### src/rtl/sm_adder_pkg.sv
package sm_adder_pkg;
   // adder architecture selectors
   localparam int ADD_BEHAV  = 0;
   localparam int ADD_RIPPLE = 1;
   // comparator architecture selectors
   localparam int CMP_REL    = 0;
   localparam int CMP_CHAIN  = 1;
   // smallest magnitude width supported
   localparam int MIN_MAG_W  = 2;
endpackage

### src/rtl/sm_mag_compare.sv
module sm_mag_compare #(
   parameter int MAG_W = 4,
   parameter int ARCH  = 0
) (
   input  logic [MAG_W-1:0] mag_x,
   input  logic [MAG_W-1:0] mag_y,
   output logic             x_ge_y
);
   import sm_adder_pkg::*;

   generate
      if (ARCH == CMP_REL) begin : g_rel
         assign x_ge_y = (mag_x >= mag_y);
      end else if (ARCH == CMP_CHAIN) begin : g_chain
         // decision from LSB upward: a higher differing bit overrides lower ones
         logic [MAG_W:0] dec;
         assign dec[0] = 1'b1;
         for (genvar i = 0; i < MAG_W; i++) begin : g_bit
            assign dec[i+1] = (mag_x[i] & ~mag_y[i]) |
                              (~(mag_x[i] ^ mag_y[i]) & dec[i]);
         end
         assign x_ge_y = dec[MAG_W];
      end else begin : g_bad
         $error("sm_mag_compare: unknown ARCH %0d", ARCH);
      end
   endgenerate
endmodule

### src/rtl/sm_operand_steer.sv
module sm_operand_steer #(
   parameter int MAG_W = 4
) (
   input  logic [MAG_W-1:0] mag_x,
   input  logic [MAG_W-1:0] mag_y,
   input  logic             x_ge_y,
   output logic [MAG_W-1:0] port_a,
   output logic [MAG_W-1:0] port_b
);
   always_comb begin
      if (x_ge_y) begin
         port_a = mag_x;
         port_b = mag_y;
      end else begin
         port_a = mag_y;
         port_b = mag_x;
      end
   end

   // the minuend port always holds the larger magnitude
   always_comb begin
      AST_MINUEND_LARGER: assert (port_a >= port_b);
   end
endmodule

### src/rtl/sm_addsub.sv
module sm_addsub #(
   parameter int MAG_W = 4,
   parameter int ARCH  = 0
) (
   input  logic [MAG_W-1:0] a,
   input  logic [MAG_W-1:0] b,
   input  logic             sub,
   output logic [MAG_W-1:0] r
);
   import sm_adder_pkg::*;

   generate
      if (ARCH == ADD_BEHAV) begin : g_behav
         assign r = sub ? (a - b) : (a + b);
      end else if (ARCH == ADD_RIPPLE) begin : g_ripple
         logic [MAG_W-1:0] b_eff;
         logic [MAG_W-1:0] cy;
         assign b_eff = b ^ {MAG_W{sub}};
         assign cy[0] = sub;
         for (genvar i = 0; i < MAG_W; i++) begin : g_fa
            assign r[i] = a[i] ^ b_eff[i] ^ cy[i];
            if (i < MAG_W - 1) begin : g_cy
               assign cy[i+1] = (a[i] & b_eff[i]) | (cy[i] & (a[i] ^ b_eff[i]));
            end
         end
      end else begin : g_bad
         $error("sm_addsub: unknown ARCH %0d", ARCH);
      end
   endgenerate

   // inverse-operation checks: undoing the operation recovers the minuend
   always_comb begin
      if (sub) begin
         AST_SUB_INVERSE: assert (MAG_W'(r + b) == a);
      end else begin
         AST_ADD_INVERSE: assert (MAG_W'(r - b) == a);
      end
   end
endmodule

### src/rtl/sm_sign_select.sv
module sm_sign_select #(
   parameter int MAG_W = 4
) (
   input  logic             sign_x,
   input  logic             sign_y,
   input  logic             x_ge_y,
   input  logic [MAG_W-1:0] mag_res,
   output logic             sign_res
);
   logic differ;
   logic raw;

   assign differ = sign_x ^ sign_y;

   always_comb begin
      if (differ) raw = x_ge_y ? sign_x : sign_y;
      else        raw = sign_x;
      sign_res = (mag_res == '0) ? 1'b0 : raw;
   end
endmodule

### src/rtl/sm_adder.sv
module sm_adder #(
   parameter int MAG_W    = 4,
   parameter int ADD_ARCH = 0,
   parameter int CMP_ARCH = 0
) (
   input  logic [MAG_W:0] x,
   input  logic [MAG_W:0] y,
   output logic [MAG_W:0] z
);
   import sm_adder_pkg::*;

   localparam int SIGN_BIT = MAG_W;

   generate
      if (MAG_W < MIN_MAG_W) begin : g_w_chk
         $error("sm_adder: MAG_W %0d below minimum", MAG_W);
      end
   endgenerate

   logic             sx, sy;
   logic [MAG_W-1:0] mx, my;
   logic             op_sub;
   logic             ge;
   logic [MAG_W-1:0] pa, pb;
   logic [MAG_W-1:0] mres;
   logic             sres;

   assign sx = x[SIGN_BIT];
   assign sy = y[SIGN_BIT];
   assign mx = x[MAG_W-1:0];
   assign my = y[MAG_W-1:0];

   // differing signs select subtraction
   assign op_sub = sx ^ sy;

   sm_mag_compare #(.MAG_W(MAG_W), .ARCH(CMP_ARCH)) u_cmp (
      .mag_x (mx),
      .mag_y (my),
      .x_ge_y(ge)
   );

   sm_operand_steer #(.MAG_W(MAG_W)) u_steer (
      .mag_x (mx),
      .mag_y (my),
      .x_ge_y(ge),
      .port_a(pa),
      .port_b(pb)
   );

   sm_addsub #(.MAG_W(MAG_W), .ARCH(ADD_ARCH)) u_au (
      .a  (pa),
      .b  (pb),
      .sub(op_sub),
      .r  (mres)
   );

   sm_sign_select #(.MAG_W(MAG_W)) u_sign (
      .sign_x  (sx),
      .sign_y  (sy),
      .x_ge_y  (ge),
      .mag_res (mres),
      .sign_res(sres)
   );

   assign z = {sres, mres};

   always_comb begin
      if (z[MAG_W-1:0] == '0) begin
         AST_ZERO_POSITIVE: assert (z[SIGN_BIT] == 1'b0);
      end
      if (sx == sy && z[MAG_W-1:0] != '0) begin
         AST_COMMON_SIGN: assert (z[SIGN_BIT] == sx);
      end
      if (sx != sy && mx > my) begin
         AST_LARGER_SIGN: assert (z[SIGN_BIT] == sx);
      end
      if (sx != sy && my > mx) begin
         AST_LARGER_SIGN_Y: assert (z[SIGN_BIT] == sy);
      end
   end
endmodule

### config.mk
export PLATFORM = sky130hd
export DESIGN_NAME = sm_adder
export DESIGN_NICKNAME = d
export VERILOG_FILES = /design/src/rtl/sm_adder_pkg.sv /design/src/rtl/sm_mag_compare.sv /design/src/rtl/sm_operand_steer.sv /design/src/rtl/sm_addsub.sv /design/src/rtl/sm_sign_select.sv /design/src/rtl/sm_adder.sv
export SDC_FILE = /design/constraint.sdc
export NUM_CORES = 1
export LEC_CHECK = 0
export BUFFER_PORTS_ARGS = -buffer_cell sky130_fd_sc_hd__buf_2
export CORE_AREA = 2 2 39 41
export DETAILED_ROUTE_END_ITERATION = 8
export DIE_AREA = 0 0 41 43
export GPL_ROUTABILITY_DRIVEN = 0
export PLACE_DENSITY = 0.65
export SLEW_MARGIN = 15
export SYNTH_ARGS = -nofsm -noshare
export SYNTH_HDL_FRONTEND = slang
export SYNTH_HIERARCHICAL = 1
export SYNTH_SLANG_ARGS = --single-unit
### constraint.sdc
create_clock -name vclk -period 10.12
set_input_delay 3.036 -clock vclk [all_inputs]
set_output_delay 3.036 -clock vclk [all_outputs]
set_load 0.05 [all_outputs]
==> results of run 1 <==
power by group:
| part | switching, mW | leakage, nW | internal, mW |
|---|---|---|---|
| sequential | 0 | 0 | 0 |
| clock | 0 | 0 | 0 |
| combinational | 0.0613 | 0.308 | 0.0316 |
per-stage QoR:
stage | util, % | cells | power [mW] | cell area, um^2
after global routing | 39.2 | 81 | 0.102 | 543
final | 39.2 | 81 | 0.0929 | 543
after global placement | 39.2 | 81 | 0.0927 | 543
after floorplan | - | 51 | 0.0789 | 459
after detailed placement | 39.2 | 81 | 0.0943 | 543
after CTS | 39.2 | 81 | 0.0946 | 543
worst paths after layout:
| path | startpoint | to | slack, ps | depth (start not counted) |
|---|---|---|---|---|
| setup / recovery | x[0] | z[4] | 560 | 18 |
| hold / removal | y[4] | z[4] | 6570 | 4 |
cells by family (layout without fill, tap and decap cells):
family                   Yosys count  in the layout  share of synthesized area [%]
AND/OR/NAND/NOR                    9              9                           11.7
XOR/XNOR                           6              6                           11.4
AO/OA/AOI/OAI                      3              3                           5.99
adder cells (fa/ha/maj)            9              9                           26.2
multiplexers                      10             10                           30.8
buffers and inverters             14             28                           13.9
critical path, cell delays in order:
cell and delay (ps):
buf_2 100, inv_1 40, ha_1 260, nand2b_1 110, a2111oi_2 70, nor3_1 720
mux2_4 370, inv_1 60, ha_1 210, mux2_2 290, inv_1 60, ha_1 210
a21o_1 160, a21oi_1 170, xnor2_1 110, nor4_2 270, nor2_1 70, buf_2 210
cell usage in the layout (no fill, tap or decap):
cell type and n:
buf_2 15, fa_1 1, ha_1 8, nor2_1 4, xnor2_1 4, a2111oi_2 1, nor4_2 1, a21o_1 1
mux2_2 1, nor3_2 1, nand2b_1 1, mux2_4 8, xor2_1 2, a21oi_1 1, nor3_1 2, mux2i_1 1
inv_1 12, buf_4 1
cell type report:
| type | count | area (um^2) |
|---|---|---|
| fillers | 148 | 841 |
| multi-input cells | 37 | 395 |
| well taps | 16 | 20.0 |
| repair buffers | 16 | 82.6 |
| inverters | 12 | 45.0 |
per-layer routing:
metal / track usage [%] / vias to the layer above / part of all wire (%)
li1: - / 195 / -
met1: 10.4 / 172 / 41
met2: 17.5 / 9 / 54
met3: 0 / 0 / 4.4
met4: 0 / 0 / 0
met5: 0 / - / 0
==> metrics, run 1 <==
# clk buffers 0; Leak between 0.3 and 0.4 nW; drt total wl roughly 700 um; number of cells upsized or downsized after cts 0; register area 0 um^2; GRT Overall Usage about 8.9%; Worst Setup Start Kind primary input; post-route setup slack around 560 ps; syn nets 70; DR pass1 iterations 3; die height roughly 43 um; max-slew violation count 0; Critical Path End Type output pin; DRC marker count from the first detailed-route iteration 1; post-place setup slack roughly 530 ps; Synth cell types 18; count leader, synth inv_1; post-detail-place hpwl between 600 and 700 um; starting density of the core 33.2%; grt ovf 0; Syn. warnings 6; unrepaired setup endpoints after global routing false; Worst Max-Slew Pin Slew 866 ps; post-synthesis sequential area ratio 0%; most frequent cells after synthesis inv_1, ha_1, mux2_4; Syn Area/Cell approximately 9 um^2; # Post-CTS Setup Buffers 0; Nets between 80 and 90; Final Hold Viols 0; post-synth top area share about a quarter; CP max FO 5; die area between 0.0015 and 0.002 mm^2; max_cap viols 0; I/O pin count 15; Die Wd roughly 41 um; hold_buf cts 0; Req. time, crit path 7080 ps; cell taking the most area after synthesis mux2_4; initial antenna violation count 0; # DRC 0; VDD IR max 0.0652 mV; setup TNS 0 ps; area grow syn2layout 18.3%; min-delay worst type primary input to output pin; DRT antenna net count 0; post-DR wirelength/cell 8.73 um; Peak Freq between 100 and 150 MHz; status completed; final period utilization a little over nine tenths; maximum number of pins on one net before global-route repair 6; input/output buffers 15; vias post-DR 376; Period minus WS final about 9600 ps; Post-Syn Area roughly 460 um^2; Core ar. about 0.0014 mm^2; max_slew headroom between 40% and 50%; top cells by area, synth mux2_4, ha_1, inv_1, xnor2_1, fa_1; Rows 14; ANT cells 0; vias in the first global route 300; Power Dens Cells approximately 170 mW/mm^2; first-pass GRT wire length 1150 um; seq_cells 0; share of cells above drive strength 1 between 40% and 50%; WP data arrival between 6000 and 7000 ps; hold_ws roughly 6600 ps; WS Path Type primary input to output pin; drt via density ~4.6; Synth Instances between 50 and 60; # setup viols final 0
No activity file was read; power rests on OpenSTA's default activity.
==> run 2, diff against run 1 <==
- ABC_AREA: not set -> 1
- BUFFER_PORTS_ARGS: -buffer_cell sky130_fd_sc_hd__buf_2 -> -buffer_cell sky130_fd_sc_hd__buf_4
- PLACE_DENSITY: 0.65 -> 0.69
==> run 2 against run 1 <==
Effect of this change: core utilization rose by 5.9 points; hold slack got worse by 45 ps; first-iteration DRC count rose to 5.0 times the previous value; via count rose by 54%; non-clock buffer count fell by 1; critical path depth rose by 6; design area rose by 15%; largest cell class unchanged.
==> metrics, run 2 <==
initial antenna violation count 0; most common cell after layout, fill and taps aside nand2_1; Flop pwr share 0%; syn nets ~120; post-synthesis sequential area ratio 0%; Synth cell types 16; CP cell instances buf_4 > ha_1 > a21oi_1 > nand3_1 > inv_2 > nand2_1 > nand2_1 > inv_1 > ha_1 > inv_1 > o21ai_0 > inv_1 > ha_1 > nand2_1 > nor2_2 > nor2_1 > inv_1 > nand3_1 > nand2_1 > nor2_1 > nand2_1 > nand2_1 > inv_1 > buf_4; Die Wd roughly 40 um; # setup viols final 0; worst path bufs/invs 8; starting density of the core a little under two fifths; register area 0 um^2; cell taking the most area after synthesis nand2_1; Critical Path End Type output pin; Power Dens Cells 171 mW/mm^2; VDD IR max approximately 0.047 mV; I/O pin count 15; share of cells above drive strength 1 roughly 16%; Syn. warnings 6; Int Pwr 34.7 uW; critical path's most frequent cell nand2_1; Worst Max-Slew Pin Slew 377 ps; Leak between 0.4 and 0.5 nW; post-synth top area share between 30% and 40%; Comb power frac 100.0%; placed cell count 132; min-delay worst type primary input to output pin; # DRC 0; Core ar. about 0.0014 mm^2; DRC marker count from the first detailed-route iteration 5; setup TNS 0 ps; drt via density between 4 and 5; die height between 40 and 50 um; number of cells upsized or downsized after cts 0; count leader, synth nand2_1; DR pass1 iterations 4; Final Hold Viols 0; Nets 137; drt total wl 939 um; Layout Cells excl Fill around 130; DRT antenna net count 0; # Post-CTS Setup Buffers 0; maximum number of pins on one net before global-route repair 12; Rows 14; post-DR wirelength/cell 7.11 um; post-detail-place hpwl between 800 and 900 um; vias post-DR 578; GRT Overall Usage 13.2%; Post-Syn Area 510 um^2; crit-path leading delay family simple AND/OR/NAND/NOR gates; hold_buf cts 0; clock power share 0%; slowest stage delay, CP between 300 and 400 ps; input/output buffers 15; # clk buffers 0; WP data arrival slightly above 6000 ps; status completed; area grow syn2layout 22.3%; seq_cells 0; CP max FO 11; final period utilization 91.2%; max_cap viols 0; first-pass GRT wire length between 1500 and 2000 um; most frequent cells in the layout nand2_1, inv_1, buf_4; Worst Hold Launch y[4]; Peak Freq ~110 MHz; sw power 71.8 uW; max-slew violation count 0; grt ovf 0; WS Path Type primary input to output pin; top cells by area, synth nand2_1, ha_1, inv_1, nand3_1, fa_1; worst setup path startpoint x[3]; most frequent cells after synthesis nand2_1, inv_1, ha_1; max_slew headroom about three quarters; Period minus WS final around 9000 ps; ANT cells 0; Worst Setup Start Kind primary input; fill count 155; hold_ws 6520 ps; Req. time, crit path 7080 ps; Synth Instances 103; die area approximately 0.0018 mm^2; unrepaired setup endpoints after global routing false; switching share of total power between 60% and 70%; vias in the first global route ~470; slowest cell on the critical path ha_1; Syn Area/Cell approximately 5 um^2
==> run 2: changes by cell type in the layout (fill, tap and decap cells not counted), moves of 5 or more <==
cell and delta:
buf_2 -15, buf_4 +14, inv_1 +11, mux2_4 -8, nand2_1 +50, nand3_1 +5
==> run 2: through the flow <==
step                      instance area, um^2  utilization [%]  total power [mW]  setup WS, ps
after floorplan                           510                -            0.0831           900
after global placement                    624             45.1             0.106           947
after detailed placement                  624             45.1             0.108           852
after CTS                                 624             45.1             0.108           856
after global routing                      624             45.1             0.119           357
final                                     624             45.1             0.107           895
==> run 2: path summary, 6_finish.rpt <==
| path | end | slack [ps] | cells past startpoint |
|---|---|---|---|
| min | z[4] | 6520 | 6 |
| max | z[4] | 900 | 24 |
==> run 2: layout make-up <==
| cell class | count | area, um^2 | share of cell area (%) |
|---|---|---|---|
| Multi-Input combinational cell | 76 | 398 | 63.7 |
| Tap cell | 16 | 20.0 | 3.21 |
| Timing Repair Buffer | 15 | 113 | 18.0 |
| Inverter | 25 | 93.8 | 15.0 |
==> run 2: logic make-up after synthesis <==
logic type / count (synthesis) / synth area share [%]
xor gates and xnor gates: 2 / 3.43
buffers and inverters: 27 / 22.1
AOI/OAI and AO/OA: 2 / 1.96
adders and majority gates: 9 / 23.5
and+or+nand+nor: 63 / 49.0
==> run 2: power groups by stage <==
stage	sequential [mW]	combinational [mW]	clock, mW
after global placement	0	0.106	0
after floorplan	0	0.0831	0
after CTS	0	0.108	0
final	0	0.107	0
after detailed placement	0	0.108	0
after global routing	0	0.119	0
==> run 2: routing by layer <==
layer / track usage, % / vias to the layer above / share of wire [%]
met2: 22.8 / 6 / 54
met5: 0 / - / 0
met3: 0 / 0 / 2.2
li1: - / 326 / -
met4: 0 / 0 / 0
met1: 18.8 / 246 / 44
